File: src/rtl/fpadd_pkg.sv
package fpadd_pkg;
    typedef enum logic {
        FP_ADD = 1'b0,
        FP_SUB = 1'b1
    } fp_op_e;
endpackage

File: src/rtl/fpadd_cmp.sv
module fpadd_cmp
    import fpadd_pkg::*;
#(
    parameter int EXP_W = 8,
    parameter int MAN_W = 16
) (
    input  logic             clk,
    input  logic             rst_n,
    input  logic             i_v,
    input  logic             i_op,
    input  logic             i_a_sign,
    input  logic [EXP_W-1:0] i_a_exp,
    input  logic [MAN_W-1:0] i_a_man,
    input  logic             i_b_sign,
    input  logic [EXP_W-1:0] i_b_exp,
    input  logic [MAN_W-1:0] i_b_man,
    output logic             o_v,
    output logic [EXP_W-1:0] o_exp,
    output logic [EXP_W-1:0] o_shift,
    output logic [MAN_W-1:0] o_big_man,
    output logic             o_big_sign,
    output logic [MAN_W-1:0] o_sml_man,
    output logic             o_sml_sign
);
    typedef struct packed {
        logic             v;
        logic [EXP_W-1:0] exp;
        logic [EXP_W-1:0] shift;
        logic [MAN_W-1:0] big_man;
        logic             big_sign;
        logic [MAN_W-1:0] sml_man;
        logic             sml_sign;
    } cmp_t;

    cmp_t st_d, st_q;

    always_comb begin
        logic b_eff;
        b_eff = i_b_sign ^ (i_op == FP_SUB);
        st_d = '0;
        st_d.v = i_v;
        if (i_a_exp >= i_b_exp) begin
            st_d.exp      = i_a_exp;
            st_d.shift    = i_a_exp - i_b_exp;
            st_d.big_man  = i_a_man;
            st_d.big_sign = i_a_sign;
            st_d.sml_man  = i_b_man;
            st_d.sml_sign = b_eff;
        end else begin
            st_d.exp      = i_b_exp;
            st_d.shift    = i_b_exp - i_a_exp;
            st_d.big_man  = i_b_man;
            st_d.big_sign = b_eff;
            st_d.sml_man  = i_a_man;
            st_d.sml_sign = i_a_sign;
        end
    end

    always_ff @(posedge clk or negedge rst_n) begin
        if (!rst_n) st_q <= '0;
        else        st_q <= st_d;
    end

    assign o_v        = st_q.v;
    assign o_exp      = st_q.exp;
    assign o_shift    = st_q.shift;
    assign o_big_man  = st_q.big_man;
    assign o_big_sign = st_q.big_sign;
    assign o_sml_man  = st_q.sml_man;
    assign o_sml_sign = st_q.sml_sign;

    a_r1_entry_valid: assert property (@(posedge clk) disable iff (!rst_n)
        $past(rst_n) |-> (o_v == $past(i_v)));

    a_r2_larger_exp: assert property (@(posedge clk) disable iff (!rst_n)
        i_v |=> (o_exp >= $past(i_a_exp) && o_exp >= $past(i_b_exp)));
endmodule

File: src/rtl/fpadd_align.sv
module fpadd_align #(
    parameter int EXP_W = 8,
    parameter int MAN_W = 16
) (
    input  logic             clk,
    input  logic             rst_n,
    input  logic             i_v,
    input  logic [EXP_W-1:0] i_exp,
    input  logic [EXP_W-1:0] i_shift,
    input  logic [MAN_W-1:0] i_big_man,
    input  logic             i_big_sign,
    input  logic [MAN_W-1:0] i_sml_man,
    input  logic             i_sml_sign,
    output logic             o_v,
    output logic [EXP_W-1:0] o_exp,
    output logic [MAN_W-1:0] o_big_man,
    output logic             o_big_sign,
    output logic [MAN_W-1:0] o_sml_man,
    output logic             o_sml_sign
);
    localparam logic [EXP_W-1:0] FLUSH_AT = EXP_W'(MAN_W);

    typedef struct packed {
        logic             v;
        logic [EXP_W-1:0] exp;
        logic [MAN_W-1:0] big_man;
        logic             big_sign;
        logic [MAN_W-1:0] sml_man;
        logic             sml_sign;
    } aln_t;

    aln_t st_d, st_q;

    always_comb begin
        st_d.v        = i_v;
        st_d.exp      = i_exp;
        st_d.big_man  = i_big_man;
        st_d.big_sign = i_big_sign;
        st_d.sml_sign = i_sml_sign;
        if (i_shift >= FLUSH_AT) st_d.sml_man = '0;
        else                     st_d.sml_man = i_sml_man >> i_shift;
    end

    always_ff @(posedge clk or negedge rst_n) begin
        if (!rst_n) st_q <= '0;
        else        st_q <= st_d;
    end

    assign o_v        = st_q.v;
    assign o_exp      = st_q.exp;
    assign o_big_man  = st_q.big_man;
    assign o_big_sign = st_q.big_sign;
    assign o_sml_man  = st_q.sml_man;
    assign o_sml_sign = st_q.sml_sign;

    a_r3_wide_flush: assert property (@(posedge clk) disable iff (!rst_n)
        (i_v && i_shift >= FLUSH_AT) |=> (o_sml_man == '0));

    a_r3_never_grows: assert property (@(posedge clk) disable iff (!rst_n)
        i_v |=> (o_sml_man <= $past(i_sml_man)));
endmodule

File: src/rtl/fpadd_addsub.sv
module fpadd_addsub #(
    parameter int EXP_W = 8,
    parameter int MAN_W = 16
) (
    input  logic             clk,
    input  logic             rst_n,
    input  logic             i_v,
    input  logic [EXP_W-1:0] i_exp,
    input  logic [MAN_W-1:0] i_big_man,
    input  logic             i_big_sign,
    input  logic [MAN_W-1:0] i_sml_man,
    input  logic             i_sml_sign,
    output logic             o_v,
    output logic [EXP_W-1:0] o_exp,
    output logic [MAN_W:0]   o_sum,
    output logic             o_sign
);
    typedef struct packed {
        logic             v;
        logic [EXP_W-1:0] exp;
        logic [MAN_W:0]   sum;
        logic             sign;
    } add_t;

    add_t st_d, st_q;

    always_comb begin
        st_d.v   = i_v;
        st_d.exp = i_exp;
        if (i_big_sign == i_sml_sign) begin
            st_d.sum  = {1'b0, i_big_man} + {1'b0, i_sml_man};
            st_d.sign = i_big_sign;
        end else if (i_big_man >= i_sml_man) begin
            st_d.sum  = {1'b0, i_big_man - i_sml_man};
            st_d.sign = i_big_sign;
        end else begin
            st_d.sum  = {1'b0, i_sml_man - i_big_man};
            st_d.sign = i_sml_sign;
        end
    end

    always_ff @(posedge clk or negedge rst_n) begin
        if (!rst_n) st_q <= '0;
        else        st_q <= st_d;
    end

    assign o_v    = st_q.v;
    assign o_exp  = st_q.exp;
    assign o_sum  = st_q.sum;
    assign o_sign = st_q.sign;

    a_r4_same_sign_grows: assert property (@(posedge clk) disable iff (!rst_n)
        (i_v && i_big_sign == i_sml_sign) |=> (o_sum >= {1'b0, $past(i_big_man)}));

    a_r5_diff_no_carry: assert property (@(posedge clk) disable iff (!rst_n)
        (i_v && i_big_sign != i_sml_sign) |=> !o_sum[MAN_W]);
endmodule

File: src/rtl/fpadd_norm.sv
module fpadd_norm #(
    parameter int EXP_W = 8,
    parameter int MAN_W = 16
) (
    input  logic             clk,
    input  logic             rst_n,
    input  logic             i_v,
    input  logic [EXP_W-1:0] i_exp,
    input  logic [MAN_W:0]   i_sum,
    input  logic             i_sign,
    output logic             o_v,
    output logic             o_sign,
    output logic [EXP_W-1:0] o_exp,
    output logic [MAN_W-1:0] o_man
);
    localparam int CNT_W = $clog2(MAN_W + 1);

    typedef struct packed {
        logic             v;
        logic             sign;
        logic [EXP_W-1:0] exp;
        logic [MAN_W-1:0] man;
    } nrm_t;

    nrm_t st_d, st_q;

    function automatic logic [CNT_W-1:0] lead_zeros(input logic [MAN_W-1:0] m);
        logic [CNT_W-1:0] cnt;
        logic             hit;
        cnt = '0;
        hit = 1'b0;
        for (int i = MAN_W - 1; i >= 0; i--) begin
            if (!hit) begin
                if (m[i]) hit = 1'b1;
                else      cnt = cnt + 1'b1;
            end
        end
        return cnt;
    endfunction

    always_comb begin
        logic [CNT_W-1:0] lz;
        lz = lead_zeros(i_sum[MAN_W-1:0]);
        st_d.v = i_v;
        if (i_sum[MAN_W]) begin
            st_d.sign = i_sign;
            st_d.man  = i_sum[MAN_W:1];
            st_d.exp  = i_exp + 1'b1;
        end else if (i_sum[MAN_W-1:0] == '0) begin
            st_d.sign = 1'b0;
            st_d.man  = '0;
            st_d.exp  = '0;
        end else begin
            st_d.sign = i_sign;
            st_d.man  = i_sum[MAN_W-1:0] << lz;
            st_d.exp  = i_exp - EXP_W'(lz);
        end
    end

    always_ff @(posedge clk or negedge rst_n) begin
        if (!rst_n) st_q <= '0;
        else        st_q <= st_d;
    end

    assign o_v    = st_q.v;
    assign o_sign = st_q.sign;
    assign o_exp  = st_q.exp;
    assign o_man  = st_q.man;

    a_r6_carry_bumps_exp: assert property (@(posedge clk) disable iff (!rst_n)
        (i_v && i_sum[MAN_W]) |=> (o_exp == EXP_W'($past(i_exp) + 1'b1)));

    a_r7_top_bit_set: assert property (@(posedge clk) disable iff (!rst_n)
        (o_v && o_man != '0) |-> o_man[MAN_W-1]);

    a_r8_zero_form: assert property (@(posedge clk) disable iff (!rst_n)
        (o_v && o_man == '0) |-> (o_exp == '0 && !o_sign));
endmodule

File: src/rtl/fpadd_pipe4.sv
module fpadd_pipe4 #(
    parameter int EXP_W = 8,
    parameter int MAN_W = 16
) (
    input  logic             clk,
    input  logic             rst_n,
    input  logic             in_valid,
    input  logic             in_op,
    input  logic             a_sign,
    input  logic [EXP_W-1:0] a_exp,
    input  logic [MAN_W-1:0] a_man,
    input  logic             b_sign,
    input  logic [EXP_W-1:0] b_exp,
    input  logic [MAN_W-1:0] b_man,
    output logic             out_valid,
    output logic             out_sign,
    output logic [EXP_W-1:0] out_exp,
    output logic [MAN_W-1:0] out_man
);
    logic             c_v, c_big_sign, c_sml_sign;
    logic [EXP_W-1:0] c_exp, c_shift;
    logic [MAN_W-1:0] c_big_man, c_sml_man;

    logic             l_v, l_big_sign, l_sml_sign;
    logic [EXP_W-1:0] l_exp;
    logic [MAN_W-1:0] l_big_man, l_sml_man;

    logic             s_v, s_sign;
    logic [EXP_W-1:0] s_exp;
    logic [MAN_W:0]   s_sum;

    fpadd_cmp #(.EXP_W(EXP_W), .MAN_W(MAN_W)) u_cmp (
        .clk(clk), .rst_n(rst_n), .i_v(in_valid), .i_op(in_op),
        .i_a_sign(a_sign), .i_a_exp(a_exp), .i_a_man(a_man),
        .i_b_sign(b_sign), .i_b_exp(b_exp), .i_b_man(b_man),
        .o_v(c_v), .o_exp(c_exp), .o_shift(c_shift),
        .o_big_man(c_big_man), .o_big_sign(c_big_sign),
        .o_sml_man(c_sml_man), .o_sml_sign(c_sml_sign)
    );

    fpadd_align #(.EXP_W(EXP_W), .MAN_W(MAN_W)) u_align (
        .clk(clk), .rst_n(rst_n), .i_v(c_v), .i_exp(c_exp), .i_shift(c_shift),
        .i_big_man(c_big_man), .i_big_sign(c_big_sign),
        .i_sml_man(c_sml_man), .i_sml_sign(c_sml_sign),
        .o_v(l_v), .o_exp(l_exp), .o_big_man(l_big_man), .o_big_sign(l_big_sign),
        .o_sml_man(l_sml_man), .o_sml_sign(l_sml_sign)
    );

    fpadd_addsub #(.EXP_W(EXP_W), .MAN_W(MAN_W)) u_addsub (
        .clk(clk), .rst_n(rst_n), .i_v(l_v), .i_exp(l_exp),
        .i_big_man(l_big_man), .i_big_sign(l_big_sign),
        .i_sml_man(l_sml_man), .i_sml_sign(l_sml_sign),
        .o_v(s_v), .o_exp(s_exp), .o_sum(s_sum), .o_sign(s_sign)
    );

    fpadd_norm #(.EXP_W(EXP_W), .MAN_W(MAN_W)) u_norm (
        .clk(clk), .rst_n(rst_n), .i_v(s_v), .i_exp(s_exp), .i_sum(s_sum),
        .i_sign(s_sign), .o_v(out_valid), .o_sign(out_sign),
        .o_exp(out_exp), .o_man(out_man)
    );

    a_r1_valid_chain: assert property (@(posedge clk) disable iff (!rst_n)
        $past(rst_n) |-> (out_valid == $past(s_v)));
endmodule

File: config.mk
export PLATFORM = sky130hd
export DESIGN_NAME = fpadd_pipe4
export DESIGN_NICKNAME = d
export VERILOG_FILES = /design/src/rtl/fpadd_pkg.sv /design/src/rtl/fpadd_cmp.sv /design/src/rtl/fpadd_align.sv /design/src/rtl/fpadd_addsub.sv /design/src/rtl/fpadd_norm.sv /design/src/rtl/fpadd_pipe4.sv
export SDC_FILE = /design/constraint.sdc
export NUM_CORES = 1
export LEC_CHECK = 0
export BUFFER_PORTS_ARGS = -buffer_cell sky130_fd_sc_hd__buf_2
export CORE_ASPECT_RATIO = 1.2
export CORE_MARGIN = 4
export CORE_UTILIZATION = 45
export CTS_BUF_LIST = sky130_fd_sc_hd__clkbuf_4
export DETAILED_ROUTE_END_ITERATION = 8
export GPL_ROUTABILITY_DRIVEN = 0
export GPL_TIMING_DRIVEN = 0
export SYNTH_ARGS = -nofsm -noshare
export SYNTH_HDL_FRONTEND = slang
export SYNTH_SLANG_ARGS = --single-unit
File: constraint.sdc
create_clock -name clk -period 16.93 [get_ports clk]
set_clock_uncertainty 0.2 [all_clocks]
set_input_delay 1.693 -clock clk [delete_from_list [all_inputs] [get_ports clk]]
set_output_delay 1.693 -clock clk [all_outputs]
set_load 0.02 [all_outputs]
==> key figures, run 1 <==
Run status
  • Status: completed

Logic synthesis
  • Synthesized instance count: between 1k and 1.5k
  • Synth Register Bits: around 150
  • Synth warnings: 0
  • Syn avg cell area: 9.42 µm²
  • Syn Nets: between 1k and 1.5k
  • Async SR Flop Fraction: 100%
  • Sequential element share of the synthesized area: 34.3%
  • Most common flop cell mapped by yosys: dfrtp_1
  • Yosys cell types: 86
  • Number of synthesized flops with an enable pin: 0
  • Cell area after synthesis: 10,700 µm²

Drt
  • WL final: around 26,000 µm
  • Routed WL per cell: ~17 µm
  • DRT iter0 DRCs: between 300 and 400
  • Via count: 8,637
  • 1st-pass router iterations: 5
  • Vias per inst: around 5.5
  • DRT antenna net count: 0
  • Residual DRC: 0

Cells and area
  • Fillers: around 2.2k
  • Area added between synthesis and finish: 10.3%
  • Most frequent cells in the layout: dfrtp_1 (147), buf_2 (86), inv_1 (84)
  • Nets: roughly 1.4k
  • Share of layout cells above drive strength 1: 16.9%
  • Most common cell after layout, fill and taps aside: dfrtp_1

Worst setup path
  • CP max-delay cell: dfrtp_1
  • R2R Path Start: u_addsub.o_sum[14]
  • Worst path arrival time: 11,480 ps
  • RR Endpoint: u_norm.o_exp[7]
  • CP Launch Type: register
  • CP Max Fanout: 10
  • Crit. Startpoint: u_addsub.o_sum[14]
  • R2R cell count: 53
  • Crit path required time: approximately 17,000 ps
  • Setup CP Type: register to register
  • Most common cell on crit path: ha_1
  • Flop2flop setup slack: roughly 5700 ps
  • Crit end category: register
  • Critical Path End: u_norm.o_exp[7]
  • CP peak stage delay: around 600 ps

Timing
  • Relative slew slack: approximately 36%
  • Hold Violations, Final: 0
  • RSZ-0062 raised after global routing: false
  • Final worst-path cycle share: between 60% and 70%
  • Fin. max-slew vios: 0
  • Final setup violation count: 0
  • Worst-Margin Slew: between 900 and 1000 ps
  • Fin crit period: roughly 11,000 ps
  • Setup TNS: 0 ps
  • Fmax: ~89 MHz

Global route
  • Initial antenna violation count: 1
  • Global-route wire length before repair: between 40,000 and 50,000 µm
  • Vias in the first global route: approximately 8.7k
  • Remaining global-route overflow: 0
  • Total routing usage reported by global routing: about a fifth
  • Largest net degree at the start of global routing: roughly 110

Die
  • Die area: around 26,000 µm²
  • Initial core utilization: between 40% and 50%
  • # IOs: 80
  • Horiz. Die Dim: between 100 and 150 µm
  • Die height: 177 µm
  • Core box area: 23,400 µm²
  • # rows: a little over 60

Power
  • PnR Total Power: 1420 µW
  • Pwr Density: around 120 nW/µm²
  • VDD IR max: between 40 and 50 µV
  • LEAKAGE: roughly 0.0052 µW

Clock network
  • Clock input transition at the sequential cells of the worst setup and hold paths: around 130 ps
  • Post-CTS Resized: 0
  • CTS sink count: around 150
  • Worst skew pair latency: around 560 ps
  • H-tree levels: 4
  • CTS Buf Count: 17
  • CTS Hold Bufs: 0
  • CTS tree: done
  • Setup Fix Bufs, Post-CTS: 0
  • CTS Buffer Depth: 2
  • Clock Tree Root: clkbuf_4

Placed design
  • # port buffers: between 70 and 80
  • Hpwl dp: 20,400 µm

Min path
  • HP Class: register to register

Run
  • Max Cap Violations: 0
[how the worst min path moves through the flow]
stage                       startpoint                    to  slack [ps]  depth (start not counted)
floorplan             u_align.o_exp[0]     u_addsub.o_exp[0]         130                          0
global placement           u_align.o_v          u_addsub.o_v         130                          0
detailed placement      u_cmp.o_exp[4]      u_align.o_exp[4]         130                          0
CTS                 u_cmp.o_big_man[5]  u_align.o_big_man[5]         150                          0
global route        u_cmp.o_big_man[5]  u_align.o_big_man[5]         170                          0
finish              u_cmp.o_big_man[5]  u_align.o_big_man[5]         150                          0
[cell families (layout without fill, tap and decap cells)]
| family | count (synthesis) | in the layout | synth area share (%) |
|---|---|---|---|
| AND/OR/NAND/NOR | 316 | 316 | 15.3 |
| AO/OA/AOI/OAI | 285 | 285 | 18.5 |
| flip-flops | 147 | 147 | 34.3 |
| buffers and inverters | 143 | 255 | 5.31 |
| multiplexers | 105 | 105 | 11.0 |
| adder cells (fa/ha/maj) | 87 | 87 | 10.6 |
| XOR/XNOR | 55 | 55 | 5.03 |
| other | 0 | 1 | 0 |
[per-layer routing]
metal	share of wire (%)	GRT usage, %
met5	0	0
met4	3.3	7.94
met3	3.1	2.61
met2	52	36.9
met1	41	23.2
[Yosys cell counts (18+ instances only)]
cell	instances	area share (%)
nor3_1	26	1.2
a21oi_1	65	3.0
o21ai_0	56	2.6
dfrtp_1	147	34
mux2i_1	50	4.7
nor2_1	71	2.5
inv_1	84	2.9
a21o_1	23	1.6
nand2_1	82	2.9
ha_1	80	9.3
clkbuf_1	44	1.5
nor2b_1	22	1.3
a211oi_1	21	1.5
nand2b_1	19	1.1
xor2_1	22	1.8
xnor2_1	28	2.3
o21bai_1	18	1.3
mux2_2	49	5.1
[where the power goes]
group | switching, µW | internal, µW
registers | 43.1 | 421
clock network | 144 | 79.4
logic | 431 | 299
[registers in the layout, indices dropped and copies added (netlist names), 8 cells and up]
signal             cells
u_addsub.o_exp         8
u_addsub.o_sum        17
u_align.o_big_man     16
u_align.o_exp          8
u_align.o_sml_man     16
u_cmp.o_big_man       16
u_cmp.o_exp            8
u_cmp.o_shift          8
u_cmp.o_sml_man       16
u_norm.o_exp           8
u_norm.o_man          16
[metrics by stage]
step	hold slack (ps)	area [µm²]	instances	utilization, %	setup WS, ps
floorplan	131	10700	1138	-	7360
CTS	149	11800	1565	50.6	5760
finish	153	11800	1566	50.6	5720
global placement	132	11500	1532	49.3	5950
global route	166	11800	1566	50.6	4860
detailed placement	135	11500	1533	49.4	5830
[worst max-delay path, delay by kind of cell (launching register included)]
| kind | cells | cell delay (ps) |
|---|---|---|
| flip-flops | 1 | 590 |
| adder cells (fa/ha/maj) | 9 | 2500 |
| AND/OR/NAND/NOR | 12 | 1580 |
| XOR/XNOR | 4 | 850 |
| multiplexers | 5 | 830 |
| buffers and inverters | 4 | 710 |
| AO/OA/AOI/OAI | 19 | 3860 |
[final cells by class]
cell class,instances,area [µm²],area share (%)
timing repair buffer,80,429,3.63
antenna,1,2.50,0.0212
inverter,84,315,2.67
buffer,59,254,2.15
multi-input combinational,848,6470,54.7
sequential,147,3680,31.1
clock buffer,18,135,1.14
tap,315,394,3.33
clock inverter,14,143,1.21
(Power assumes the default switching activity.)
==> inputs of run 2 (changes only) <==
==> constraint.sdc (replaced) <==
create_clock -name clk -period 11.1 [get_ports clk]
set_clock_uncertainty 0.2 [all_clocks]
set_input_delay 1.11 -clock clk [delete_from_list [all_inputs] [get_ports clk]]
set_output_delay 1.11 -clock clk [all_outputs]
set_load 0.02 [all_outputs]
==> key figures, run 2 (synthesized netlist as in run 1, its figures left out) <==
Cells and area
  • Seq. cell area: 3680 µm² (about the same)
  • Max reg flops: 17 (unchanged)
  • Area added between synthesis and finish: 11.0%
  • Area occupied by multi-input gates: 6500 µm² (+0.37%)
  • Nets: 1,384 (+0.51%)
  • Most common cell after layout, fill and taps aside: dfrtp_1
  • Share of layout cells above drive strength 1: 17.9% (+1.0 points)
  • Fillers: 2,202 (-0.27%)
  • Most frequent cells in the layout: dfrtp_1 (146), buf_2 (85), inv_1 (84)
  • Layout Utilization: 51.0% (+0.34 points)

Global route
  • Initial antenna violation count: 1 (unchanged)
  • Remaining global-route overflow: 0 (unchanged)
  • Vias in the first global route: 8,735 (unchanged)
  • Global-route wire length before repair: 42,700 µm (unchanged)
  • Total routing usage reported by global routing: 20.0% (unchanged)
  • Largest net degree at the start of global routing: 106 (unchanged)

Min path
  • Min-delay src: u_cmp.o_big_man[5]
  • Hold Crit Endpoint: u_align.o_big_man[5]
  • Hold path cells: 0 (unchanged)
  • HP Class: register to register

Drt
  • 1st-pass router iterations: 5 (unchanged)
  • DRT antenna net count: 0 (unchanged)
  • Routed WL per cell: 16.5 µm (-0.30%)
  • Vias per inst: 5.50 (-0.34%)
  • Via count: 8,646 (+0.10%)
  • Residual DRC: 0 (unchanged)
  • DRT iter0 DRCs: 394 (+16%)
  • WL final: 25,900 µm (+0.15%)

Die
  • Initial core utilization: 45.9% (unchanged)
  • Core box area: 23,400 µm² (unchanged)
  • Die area: 26,400 µm² (unchanged)
  • Die height: 177 µm (unchanged)
  • # IOs: 80 (unchanged)
  • # rows: 61 (unchanged)
  • Horiz. Die Dim: 149 µm (unchanged)

Worst setup path
  • CP peak stage delay: 440 ps (-150 ps)
  • R2R cell count: 53 (unchanged)
  • CP Launch Type: register
  • Flop2flop setup slack: 640 ps (-5080 ps)
  • CP max-delay cell: dfrtp_1
  • Setup CP Type: register to register
  • Crit end category: register
  • Crit path required time: 11,370 ps (-5830 ps)
  • CP Max Fanout: 10 (unchanged)
  • Worst path arrival time: 10,730 ps (-750 ps)
  • RR Endpoint: u_norm.o_exp[7]
  • R2R Path Start: u_addsub.o_sum[13]
  • Most common cell on crit path: ha_1

Timing
  • Fmax: 95.6 MHz (+7.1%)
  • Setup TNS: 0 ps (unchanged)
  • Fin worst setup slack: 635 ps (-5080 ps)
  • Fin crit period: 10,460 ps (-747 ps)
  • Worst-Margin Slew: 980 ps (+22.5 ps)
  • Hold Violations, Final: 0 (unchanged)
  • Final worst-path cycle share: 94.3% (+28 points)
  • WHS: 153 ps (+0.0280 ps)
  • Relative slew slack: 34.2% (-1.5 points)
  • Final setup violation count: 0 (unchanged)
  • Fin. max-slew vios: 0 (unchanged)

Power
  • Clock network fraction of total power: 15.7% (about the same)
  • PnR Total Power: 2180 µW (+54%)
  • Pwr Density: 183 nW/µm² (+53%)
  • Switching power: 947 µW (+53%)
  • Sw Ratio: 43.5% (-0.051 points)
  • Power share of the sequential group: 32.4% (-0.4 points)
  • VDD IR max: 67.0 µV (+54%)
  • Comb pwr share: 51.9% (+0.4 points)
  • Pint: 1230 µW (+54%)
  • LEAKAGE: 0.00528 µW (+0.75%)

Clock network
  • H-tree levels: 4 (unchanged)
  • Worst skew pair latency: 550 ps (about the same)
  • CTS sink count: 147 (unchanged)
  • CTS Buf Count: 17 (unchanged)
  • CTS tree: done
  • Clock Tree Root: clkbuf_4
  • Clock input transition at the sequential cells of the worst setup and hold paths: 130 ps (about the same)
  • CTS Buffer Depth: 2 (unchanged)

Run status
  • Status: completed

Placed design
  • Hpwl dp: 20,400 µm (unchanged)
  • # port buffers: 79 (unchanged)
  • DP Worst Slack: -3.18 ps (-5830 ps)

Run
  • Max Cap Violations: 0 (unchanged)
## run 2: repair_timing
item / CTS / global route
hold buffers: 0 / 0
gates resized for setup: 1 / 9
endpoints found under the setup margin: 1 / 21
setup buffers: 0 / 7
pin swaps: 0 / 2
## run 2: cell type report
class                   count  area share [%]
diodes                      1          0.0210
well taps                 315            3.31
multi-input cells         848            54.6
clock buffers              18            1.14
plain buffers              59            2.15
inverters                  84            2.65
flip-flops and latches    147            30.9
repair buffers             87            4.05
clock inverters            14            1.20
## run 2: power by group through the flow
stage	Sequential [µW]	Clock [µW]	Combinational (µW)
after floorplan	755	0	774
after global placement	718	0	1100
after detailed placement	720	0	1100
after CTS	710	353	1110
after global routing	719	374	1240
final	706	341	1130
## run 2: how the worst max path moves through the flow
stage | cells after the start | slack (ps) | from | to
floorplan | 53 | 1530 | u_addsub.o_sum[14] | u_norm.o_exp[7]
global placement | 53 | 120 | u_addsub.o_sum[14] | u_norm.o_exp[7]
detailed placement | 53 | -3 | u_addsub.o_sum[14] | u_norm.o_exp[7]
CTS | 53 | 80 | u_addsub.o_sum[14] | u_norm.o_exp[7]
global route | 53 | -9 | u_addsub.o_sum[14] | u_norm.o_exp[7]
finish | 53 | 640 | u_addsub.o_sum[13] | u_norm.o_exp[7]
## run 2: metrics by stage
step / instance area [µm²] / cells
detailed placement: 11500 / 1533
finish: 11900 / 1573
global route: 11900 / 1573
floorplan: 10700 / 1138
CTS: 11800 / 1565
global placement: 11500 / 1532
## run 2: worst max-delay path, delay by kind of cell (launching register included)
family          cells  cell delay (ps)
compound gates     19             3620
fa+ha+maj           9             2470
simple gates       12             1510
mux                 5              830
xor+xnor            4              800
buf+inv             4              530
flops               1              440
## run 2: routing by layer
layer / vias to the layer above / wire [µm] / track usage [%]
met5: - / 0 / 0
met4: 0 / 821 / 7.94
met3: 55 / 849 / 2.61
met2: 207 / 13600 / 36.9
met1: 4123 / 10700 / 23.2
li1: 4261 / - / -
